### config.mk
export PLATFORM = sky130hd
export DESIGN_NAME = ring_spike_node
export DESIGN_NICKNAME = d
export VERILOG_FILES = /design/src/rtl/ring_spike_pkg.sv /design/src/rtl/rsn_injector.sv /design/src/rtl/rsn_ring_stage.sv /design/src/rtl/rsn_sort_buf.sv /design/src/rtl/ring_spike_node.sv
export SDC_FILE = /design/constraint.sdc
export NUM_CORES = 1
export LEC_CHECK = 0
export ABC_CLOCK_PERIOD_IN_PS = 7300
export BUFFER_PORTS_ARGS = -buffer_cell sky130_fd_sc_hd__buf_2
export CAP_MARGIN = 10
export CORE_ASPECT_RATIO = 0.8
export CORE_MARGIN = 3
export CORE_UTILIZATION = 48
export DETAILED_ROUTE_END_ITERATION = 10
export PLACE_DENSITY = 0.74
export SYNTH_ARGS = -nofsm -noshare
export SYNTH_HDL_FRONTEND = slang
export SYNTH_SLANG_ARGS = --single-unit
### constraint.sdc
create_clock -name clk -period 7.3 [get_ports clk]
set_input_delay 0.73 -clock clk [delete_from_list [all_inputs] [get_ports clk]]
set_output_delay 0.73 -clock clk [all_outputs]
set_load 0.05 [all_outputs]
### src/rtl/ring_spike_pkg.sv
package ring_spike_pkg;

    // Local spike injector: idle, or holding one stamped spike
    typedef enum logic [0:0] {
        INJ_IDLE = 1'b0,
        INJ_HOLD = 1'b1
    } inj_state_t;

    // Sorted-buffer loss tracker
    typedef enum logic [0:0] {
        OVF_CLEAR = 1'b0,
        OVF_SEEN  = 1'b1
    } ovf_state_t;

endpackage

### src/rtl/rsn_injector.sv
module rsn_injector
    import ring_spike_pkg::*;
#(
    parameter int N_NODES = 4,
    parameter int TS_W    = 8
) (
    input  logic            clk,
    input  logic            rst_n,
    input  logic [TS_W-1:0] slot_cnt,
    input  logic            spike_in,
    input  logic            ins_ack,
    output logic            ins_req,
    output logic [TS_W-1:0] ins_ts
);

    inj_state_t      state_q, state_d;
    logic [TS_W-1:0] held_ts_q, held_ts_d;
    logic [TS_W-1:0] phase;
    logic            frame_start;

    // Frame boundary: every lane passes its owner when counter mod N == 0
    assign phase       = slot_cnt % TS_W'(N_NODES);
    assign frame_start = (phase == '0);

    always_comb begin
        state_d   = state_q;
        held_ts_d = held_ts_q;
        unique case (state_q)
            INJ_IDLE: begin
                if (spike_in) begin
                    state_d   = INJ_HOLD;
                    held_ts_d = slot_cnt;
                end
            end
            INJ_HOLD: begin
                // further spikes are dropped while one is held
                if (ins_ack) begin
                    state_d = INJ_IDLE;
                end
            end
            default: state_d = INJ_IDLE;
        endcase
    end

    always_ff @(posedge clk) begin
        if (!rst_n) begin
            state_q   <= INJ_IDLE;
            held_ts_q <= '0;
        end else begin
            state_q   <= state_d;
            held_ts_q <= held_ts_d;
        end
    end

    always_comb begin
        ins_req = (state_q == INJ_HOLD) && frame_start;
        ins_ts  = held_ts_q;
    end

endmodule

### src/rtl/rsn_ring_stage.sv
module rsn_ring_stage #(
    parameter int ID_W    = 2,
    parameter int TS_W    = 8,
    parameter int NODE_ID = 0
) (
    input  logic            clk,
    input  logic            rst_n,
    input  logic            up_valid,
    input  logic [ID_W-1:0] up_src,
    input  logic [TS_W-1:0] up_ts,
    input  logic            ins_req,
    input  logic [TS_W-1:0] ins_ts,
    output logic            ins_ack,
    output logic            dn_valid,
    output logic [ID_W-1:0] dn_src,
    output logic [TS_W-1:0] dn_ts
);

    localparam logic [ID_W-1:0] MY_ID = ID_W'(NODE_ID);

    logic pass_on;

    // Own packets are consumed here; everything else travels on
    assign pass_on = up_valid && (up_src != MY_ID);
    assign ins_ack = ins_req && !pass_on;

    always_ff @(posedge clk) begin
        if (!rst_n) begin
            dn_valid <= 1'b0;
            dn_src   <= '0;
            dn_ts    <= '0;
        end else if (pass_on) begin
            dn_valid <= 1'b1;
            dn_src   <= up_src;
            dn_ts    <= up_ts;
        end else if (ins_req) begin
            dn_valid <= 1'b1;
            dn_src   <= MY_ID;
            dn_ts    <= ins_ts;
        end else begin
            dn_valid <= 1'b0;
            dn_src   <= '0;
            dn_ts    <= '0;
        end
    end

endmodule

### src/rtl/rsn_sort_buf.sv
module rsn_sort_buf
    import ring_spike_pkg::*;
#(
    parameter int DEPTH       = 8,
    parameter int ID_W        = 2,
    parameter int TS_W        = 8,
    parameter int FIXED_DELAY = 12
) (
    input  logic            clk,
    input  logic            rst_n,
    input  logic [TS_W-1:0] slot_cnt,
    input  logic            push,
    input  logic [ID_W-1:0] push_src,
    input  logic [TS_W-1:0] push_ts,
    output logic            deliver_valid,
    output logic [ID_W-1:0] deliver_src,
    output logic [TS_W-1:0] deliver_ts,
    output logic            overflow
);

    localparam logic [TS_W-1:0] DLY = TS_W'(FIXED_DELAY);

    // registered entries, index 0 is the oldest
    logic            ent_v [DEPTH];
    logic [ID_W-1:0] ent_s [DEPTH];
    logic [TS_W-1:0] ent_t [DEPTH];

    // after optional pop of the head
    logic            pv [DEPTH];
    logic [ID_W-1:0] ps [DEPTH];
    logic [TS_W-1:0] pt [DEPTH];

    // after optional insertion
    logic            nv [DEPTH];
    logic [ID_W-1:0] ns [DEPTH];
    logic [TS_W-1:0] nt [DEPTH];

    logic            not_newer [DEPTH];
    logic [TS_W-1:0] age_gap   [DEPTH];

    logic [TS_W-1:0] due_gap;
    logic            due;
    logic            full;
    logic            accept;

    ovf_state_t ovf_q, ovf_d;

    // head is due once counter - ts - delay is non-negative (modulo)
    assign due_gap = slot_cnt - ent_t[0] - DLY;
    assign due     = ent_v[0] && !due_gap[TS_W-1];
    assign full    = ent_v[DEPTH-1];
    assign accept  = push && !full;

    for (genvar i = 0; i < DEPTH; i++) begin : g_ent
        // pop stage
        if (i < DEPTH - 1) begin : g_shift
            assign pv[i] = due ? ent_v[i+1] : ent_v[i];
            assign ps[i] = due ? ent_s[i+1] : ent_s[i];
            assign pt[i] = due ? ent_t[i+1] : ent_t[i];
        end else begin : g_tail
            assign pv[i] = due ? 1'b0 : ent_v[i];
            assign ps[i] = ent_s[i];
            assign pt[i] = ent_t[i];
        end

        // entry i stays ahead of the newcomer if its ts <= newcomer ts
        assign age_gap[i]   = push_ts - pt[i];
        assign not_newer[i] = pv[i] && !age_gap[i][TS_W-1];

        // insertion stage
        if (i == 0) begin : g_first
            always_comb begin
                if (!accept || not_newer[0]) begin
                    nv[0] = pv[0];
                    ns[0] = ps[0];
                    nt[0] = pt[0];
                end else begin
                    nv[0] = 1'b1;
                    ns[0] = push_src;
                    nt[0] = push_ts;
                end
            end
        end else begin : g_rest
            always_comb begin
                if (!accept || not_newer[i]) begin
                    nv[i] = pv[i];
                    ns[i] = ps[i];
                    nt[i] = pt[i];
                end else if (not_newer[i-1]) begin
                    nv[i] = 1'b1;
                    ns[i] = push_src;
                    nt[i] = push_ts;
                end else begin
                    nv[i] = pv[i-1];
                    ns[i] = ps[i-1];
                    nt[i] = pt[i-1];
                end
            end
        end
    end

    always_ff @(posedge clk) begin
        if (!rst_n) begin
            for (int i = 0; i < DEPTH; i++) begin
                ent_v[i] <= 1'b0;
                ent_s[i] <= '0;
                ent_t[i] <= '0;
            end
        end else begin
            for (int i = 0; i < DEPTH; i++) begin
                ent_v[i] <= nv[i];
                ent_s[i] <= ns[i];
                ent_t[i] <= nt[i];
            end
        end
    end

    // overflow tracker
    always_comb begin
        ovf_d = ovf_q;
        unique case (ovf_q)
            OVF_CLEAR: if (push && full) ovf_d = OVF_SEEN;
            OVF_SEEN:  ovf_d = OVF_SEEN;
            default:   ovf_d = OVF_CLEAR;
        endcase
    end

    always_ff @(posedge clk) begin
        if (!rst_n) ovf_q <= OVF_CLEAR;
        else        ovf_q <= ovf_d;
    end

    always_comb begin
        overflow      = (ovf_q == OVF_SEEN);
        deliver_valid = due;
        deliver_src   = ent_s[0];
        deliver_ts    = ent_t[0];
    end

endmodule

### src/rtl/ring_spike_node.sv
module ring_spike_node #(
    parameter int N_NODES     = 4,
    parameter int NODE_ID     = 0,
    parameter int TS_W        = 8,
    parameter int DEPTH       = 8,
    parameter int FIXED_DELAY = 12,
    parameter int ID_W        = (N_NODES > 1) ? $clog2(N_NODES) : 1
) (
    input  logic               clk,
    input  logic               rst_n,
    input  logic [TS_W-1:0]    slot_cnt,
    input  logic               spike_in,
    input  logic [N_NODES-1:0] watch_mask,
    input  logic               up_valid,
    input  logic [ID_W-1:0]    up_src,
    input  logic [TS_W-1:0]    up_ts,
    output logic               dn_valid,
    output logic [ID_W-1:0]    dn_src,
    output logic [TS_W-1:0]    dn_ts,
    output logic               deliver_valid,
    output logic [ID_W-1:0]    deliver_src,
    output logic [TS_W-1:0]    deliver_ts,
    output logic               overflow
);

    // FIXED_DELAY is expected to cover up to N_NODES cycles of waiting for
    // a frame plus up to N_NODES hops of transit.

    localparam logic [ID_W-1:0] MY_ID = ID_W'(NODE_ID);

    logic            ins_req;
    logic            ins_ack;
    logic [TS_W-1:0] ins_ts;
    logic            src_known;
    logic            buf_push;

    assign src_known = (int'(up_src) < N_NODES);
    assign buf_push  = up_valid && (up_src != MY_ID) && src_known && watch_mask[up_src];

    rsn_injector #(
        .N_NODES (N_NODES),
        .TS_W    (TS_W)
    ) u_inj (
        .clk      (clk),
        .rst_n    (rst_n),
        .slot_cnt (slot_cnt),
        .spike_in (spike_in),
        .ins_ack  (ins_ack),
        .ins_req  (ins_req),
        .ins_ts   (ins_ts)
    );

    rsn_ring_stage #(
        .ID_W    (ID_W),
        .TS_W    (TS_W),
        .NODE_ID (NODE_ID)
    ) u_ring (
        .clk      (clk),
        .rst_n    (rst_n),
        .up_valid (up_valid),
        .up_src   (up_src),
        .up_ts    (up_ts),
        .ins_req  (ins_req),
        .ins_ts   (ins_ts),
        .ins_ack  (ins_ack),
        .dn_valid (dn_valid),
        .dn_src   (dn_src),
        .dn_ts    (dn_ts)
    );

    rsn_sort_buf #(
        .DEPTH       (DEPTH),
        .ID_W        (ID_W),
        .TS_W        (TS_W),
        .FIXED_DELAY (FIXED_DELAY)
    ) u_sort (
        .clk           (clk),
        .rst_n         (rst_n),
        .slot_cnt      (slot_cnt),
        .push          (buf_push),
        .push_src      (up_src),
        .push_ts       (up_ts),
        .deliver_valid (deliver_valid),
        .deliver_src   (deliver_src),
        .deliver_ts    (deliver_ts),
        .overflow      (overflow)
    );

endmodule

==> impl_metrics.env <==
export IMPL_status="finished clean"
export IMPL_synth_edf_count=0
export IMPL_final_hold_violation_count=0
export IMPL_start_kind="primary input"
export IMPL_rows=40
export IMPL_cts_root_buf="clkbuf_16"
export IMPL_setup_tns_ns=0
export IMPL_powerDensity_nw_per_um2=186
export IMPL_io_buffers=47
export IMPL_placed_cells=1146
export IMPL_final_cell_mix="nand2_1, dfxtp_1, mux2i_1"
export IMPL_utilization=0.536
export IMPL_dp_slack_ns=1.29
export IMPL_track_usage=0.247
export IMPL_async_flop_share=0
export IMPL_grt_max_degree=48
export IMPL_slew_headroom=0.322
export IMPL_hold_path_class="flip-flop to flip-flop"
export IMPL_vias=7039
export IMPL_cts_tree="built"
export IMPL_ctsResizeCount=0
export IMPL_dieArea_um2=17400
export IMPL_grt_pass1_wl_um=34900
export IMPL_synthToLayoutAreaGrowth_pct=7.47
export IMPL_dr_pass1_iters=5
export IMPL_grt_pass1_vias=6585
export IMPL_critPathArrivalTime_ns=6.11
export IMPL_yosysUniqueCellTypes=71
export IMPL_rsz0062_at_grt="no"
export IMPL_clkSinkCount=109
export IMPL_skew_ns=0.00786
export IMPL_synth_flop_cell="dfxtp_1"
export IMPL_ant_nets=0
export IMPL_fp_dieH_um=119
export IMPL_clk_pin_slew_ns=0.07
export IMPL_required_ns=7.56
export IMPL_endpoint_kind="flip-flop"
export IMPL_overflow=0
export IMPL_net_switching_power_w=0.000481
export IMPL_dp_hpwl_um=15300
export IMPL_setup_ws_ns=1.45
export IMPL_synth_top_area_share=0.287
export IMPL_peakVddDrop_mv=0.116
export IMPL_slew_viol_final=0
export IMPL_synth_area_per_cell_um2=8.09
export IMPL_synth_warnings=0
export IMPL_cts_buffers=9
export IMPL_final_layout_size_suffix_gt1_frac=0.121
export IMPL_swShare=0.315
export IMPL_finalCritPeriodShare=0.801
export IMPL_cts_setup_buffers=0
export IMPL_diodes=0
export IMPL_wire_per_inst_um=18.7
export IMPL_postCtsHoldBufs=0
export IMPL_fin_nets=1026
export IMPL_syn_area_um2=7610
export IMPL_synthesis_nets=1019
export IMPL_core_area_um2=15300
export IMPL_die_w_um=147
export IMPL_start_util=0.498
export IMPL_syn_inst=940
export IMPL_drt_iter0_drc=713
export IMPL_clk_latency_ns=0.36
export IMPL_pwr_share_clk=0.350
export IMPL_fmax_mhz=171
export IMPL_h_tree_depth=3
export IMPL_io_pins=49
export IMPL_drc=0
export IMPL_worst_slew_pin_slew_ns=0.989
export IMPL_clockBufferDepth=2
export IMPL_yosysSeqAreaShare=0.287
export IMPL_period_needed_ns=5.85
export IMPL_synth_area_leaders="dfxtp_1, mux2i_1, ha_1"
export IMPL_layout_commonest_cell="nand2_1"
export IMPL_synth_top_area_cell="dfxtp_1"
export IMPL_layout_cells_non_filler=1162
export IMPL_p_int_w=0.00104
export IMPL_pwr_share_seq=0.418
export IMPL_leakage_nw=3.20
export IMPL_via_per_inst=6.06
export IMPL_routed_wl_um=21700
export IMPL_path_class="primary input to flip-flop"
export IMPL_maxCapViolCount=0
export IMPL_setup_violations=0
export IMPL_cp_max_fo=35
export IMPL_antenna_found_initial=0
export IMPL_gp_congestion=0.896
export IMPL_synth_seq_cells=109
export IMPL_combPwrFrac=0.232
-- registers in the layout, indices dropped and copies added (netlist names) --
signal / flops
u_ring.dn_ts: 8
u_sort.ent_v: 8
u_ring.dn_valid: 1
u_sort.overflow: 1
u_sort.ent_t: 64
u_ring.dn_src: 2
u_sort.ent_s: 16
u_inj.ins_ts: 8
u_inj.state_q: 1
-- Yosys cell counts, types with 4 or more instances --
cell      number
nand2_1      139
dfxtp_1      109
mux2i_1       74
nor2_1        72
ha_1          53
a21oi_1       51
inv_1         51
o21ai_0       38
o32ai_1       28
clkbuf_1      24
nor3_1        23
buf_4         18
o22ai_1       18
a21o_1        14
a21boi_0      13
and2_1        13
nand2b_1      12
buf_2         11
mux2_2        11
nand3_1       11
o221a_2        9
a22o_1         8
nand4_1        8
nor2b_1        8
a31oi_1        7
o21a_1         7
o21ai_1        7
a211oi_1       5
buf_1          5
o211ai_1       5
o31ai_1        5
or2_2          5
or3_1          5
xnor2_1        5
xor2_1         5
a311oi_1       4
o2111a_1       4
-- worst max-delay path, cell delays in order --
cell,delay [ns]
buf_2,0.09
inv_1,0.04
ha_1,0.26
inv_1,0.04
ha_1,0.30
a21oi_1,0.23
o21ai_0,0.20
a21o_1,0.24
a21oi_4,0.15
clkinv_2,0.57
mux2i_1,0.53
ha_1,0.32
a2111o_1,0.41
a21oi_1,0.27
o2111a_1,0.29
a211oi_2,0.09
xnor2_1,0.65
o21ai_1,0.32
o32ai_1,0.37
-- path summary, 6_finish.rpt --
check	from	to	slack [ns]	cells after the start
worst max register to register	u_sort.ent_t[0][4]	u_sort.ent_t[0][18]	1.61	17
worst max-delay path	slot_cnt[4]	u_sort.ent_t[0][18]	1.45	19
worst min register to register	u_inj.ins_ts[0]	u_inj.ins_ts[0]	0.46	2
worst min-delay path	u_inj.ins_ts[0]	u_inj.ins_ts[0]	0.46	2
-- power by group through the flow --
stage	clock network, W	logic [W]	registers [W]
2_1_floorplan	0	0.000261	0.000653
3_3_place_gp	0	0.000338	0.000650
3_5_place_dp	0	0.000344	0.000651
4_1_cts	0.000537	0.000347	0.000637
5_1_grt	0.000558	0.000388	0.000640
6_report	0.000534	0.000353	0.000638
-- area by class of cell --
class	count	area, um^2
timing repair buffer	56	303
multi-input combinational	717	4910
clock inverter	5	82.6
tap	210	263
fill	1445	7090
inverter	54	204
sequential	109	2180
clock buffer	11	233
-- metal layers --
metal  vias to the layer above  share of wire  wire [um]  global-route usage
met5                         -              0          0                   0
met4                         0          0.031        673              0.0905
met3                        55          0.075       1630              0.0506
met2                       272           0.42       9110               0.361
met1                      3295           0.47      10300               0.357
li1                       3417              -          -                   -
-- kinds of logic (layout without fill, tap and decap cells) --
| family | count (synthesis) | in the layout | synth area share |
|---|---|---|---|
| AO/OA/AOI/OAI | 259 | 259 | 0.244 |
| XOR/XNOR | 13 | 13 | 0.0191 |
| adder cells (fa/ha/maj) | 53 | 53 | 0.0872 |
| buffers and inverters | 114 | 126 | 0.0689 |
| flip-flops | 109 | 109 | 0.287 |
| multiplexers | 86 | 86 | 0.115 |
| AND/OR/NAND/NOR | 306 | 306 | 0.178 |
-- through the flow --
stage               cell area, um^2  total power, W  hold WS [ns]
CTS                            8180         0.00152         0.461
finish                         8180         0.00152         0.459
global route                   8180         0.00159         0.502
floorplan                      7610        0.000914         0.436
detailed placement             7860        0.000995         0.451
global placement               7860        0.000988         0.444
No activity file was read; power rests on OpenSTA's default activity.
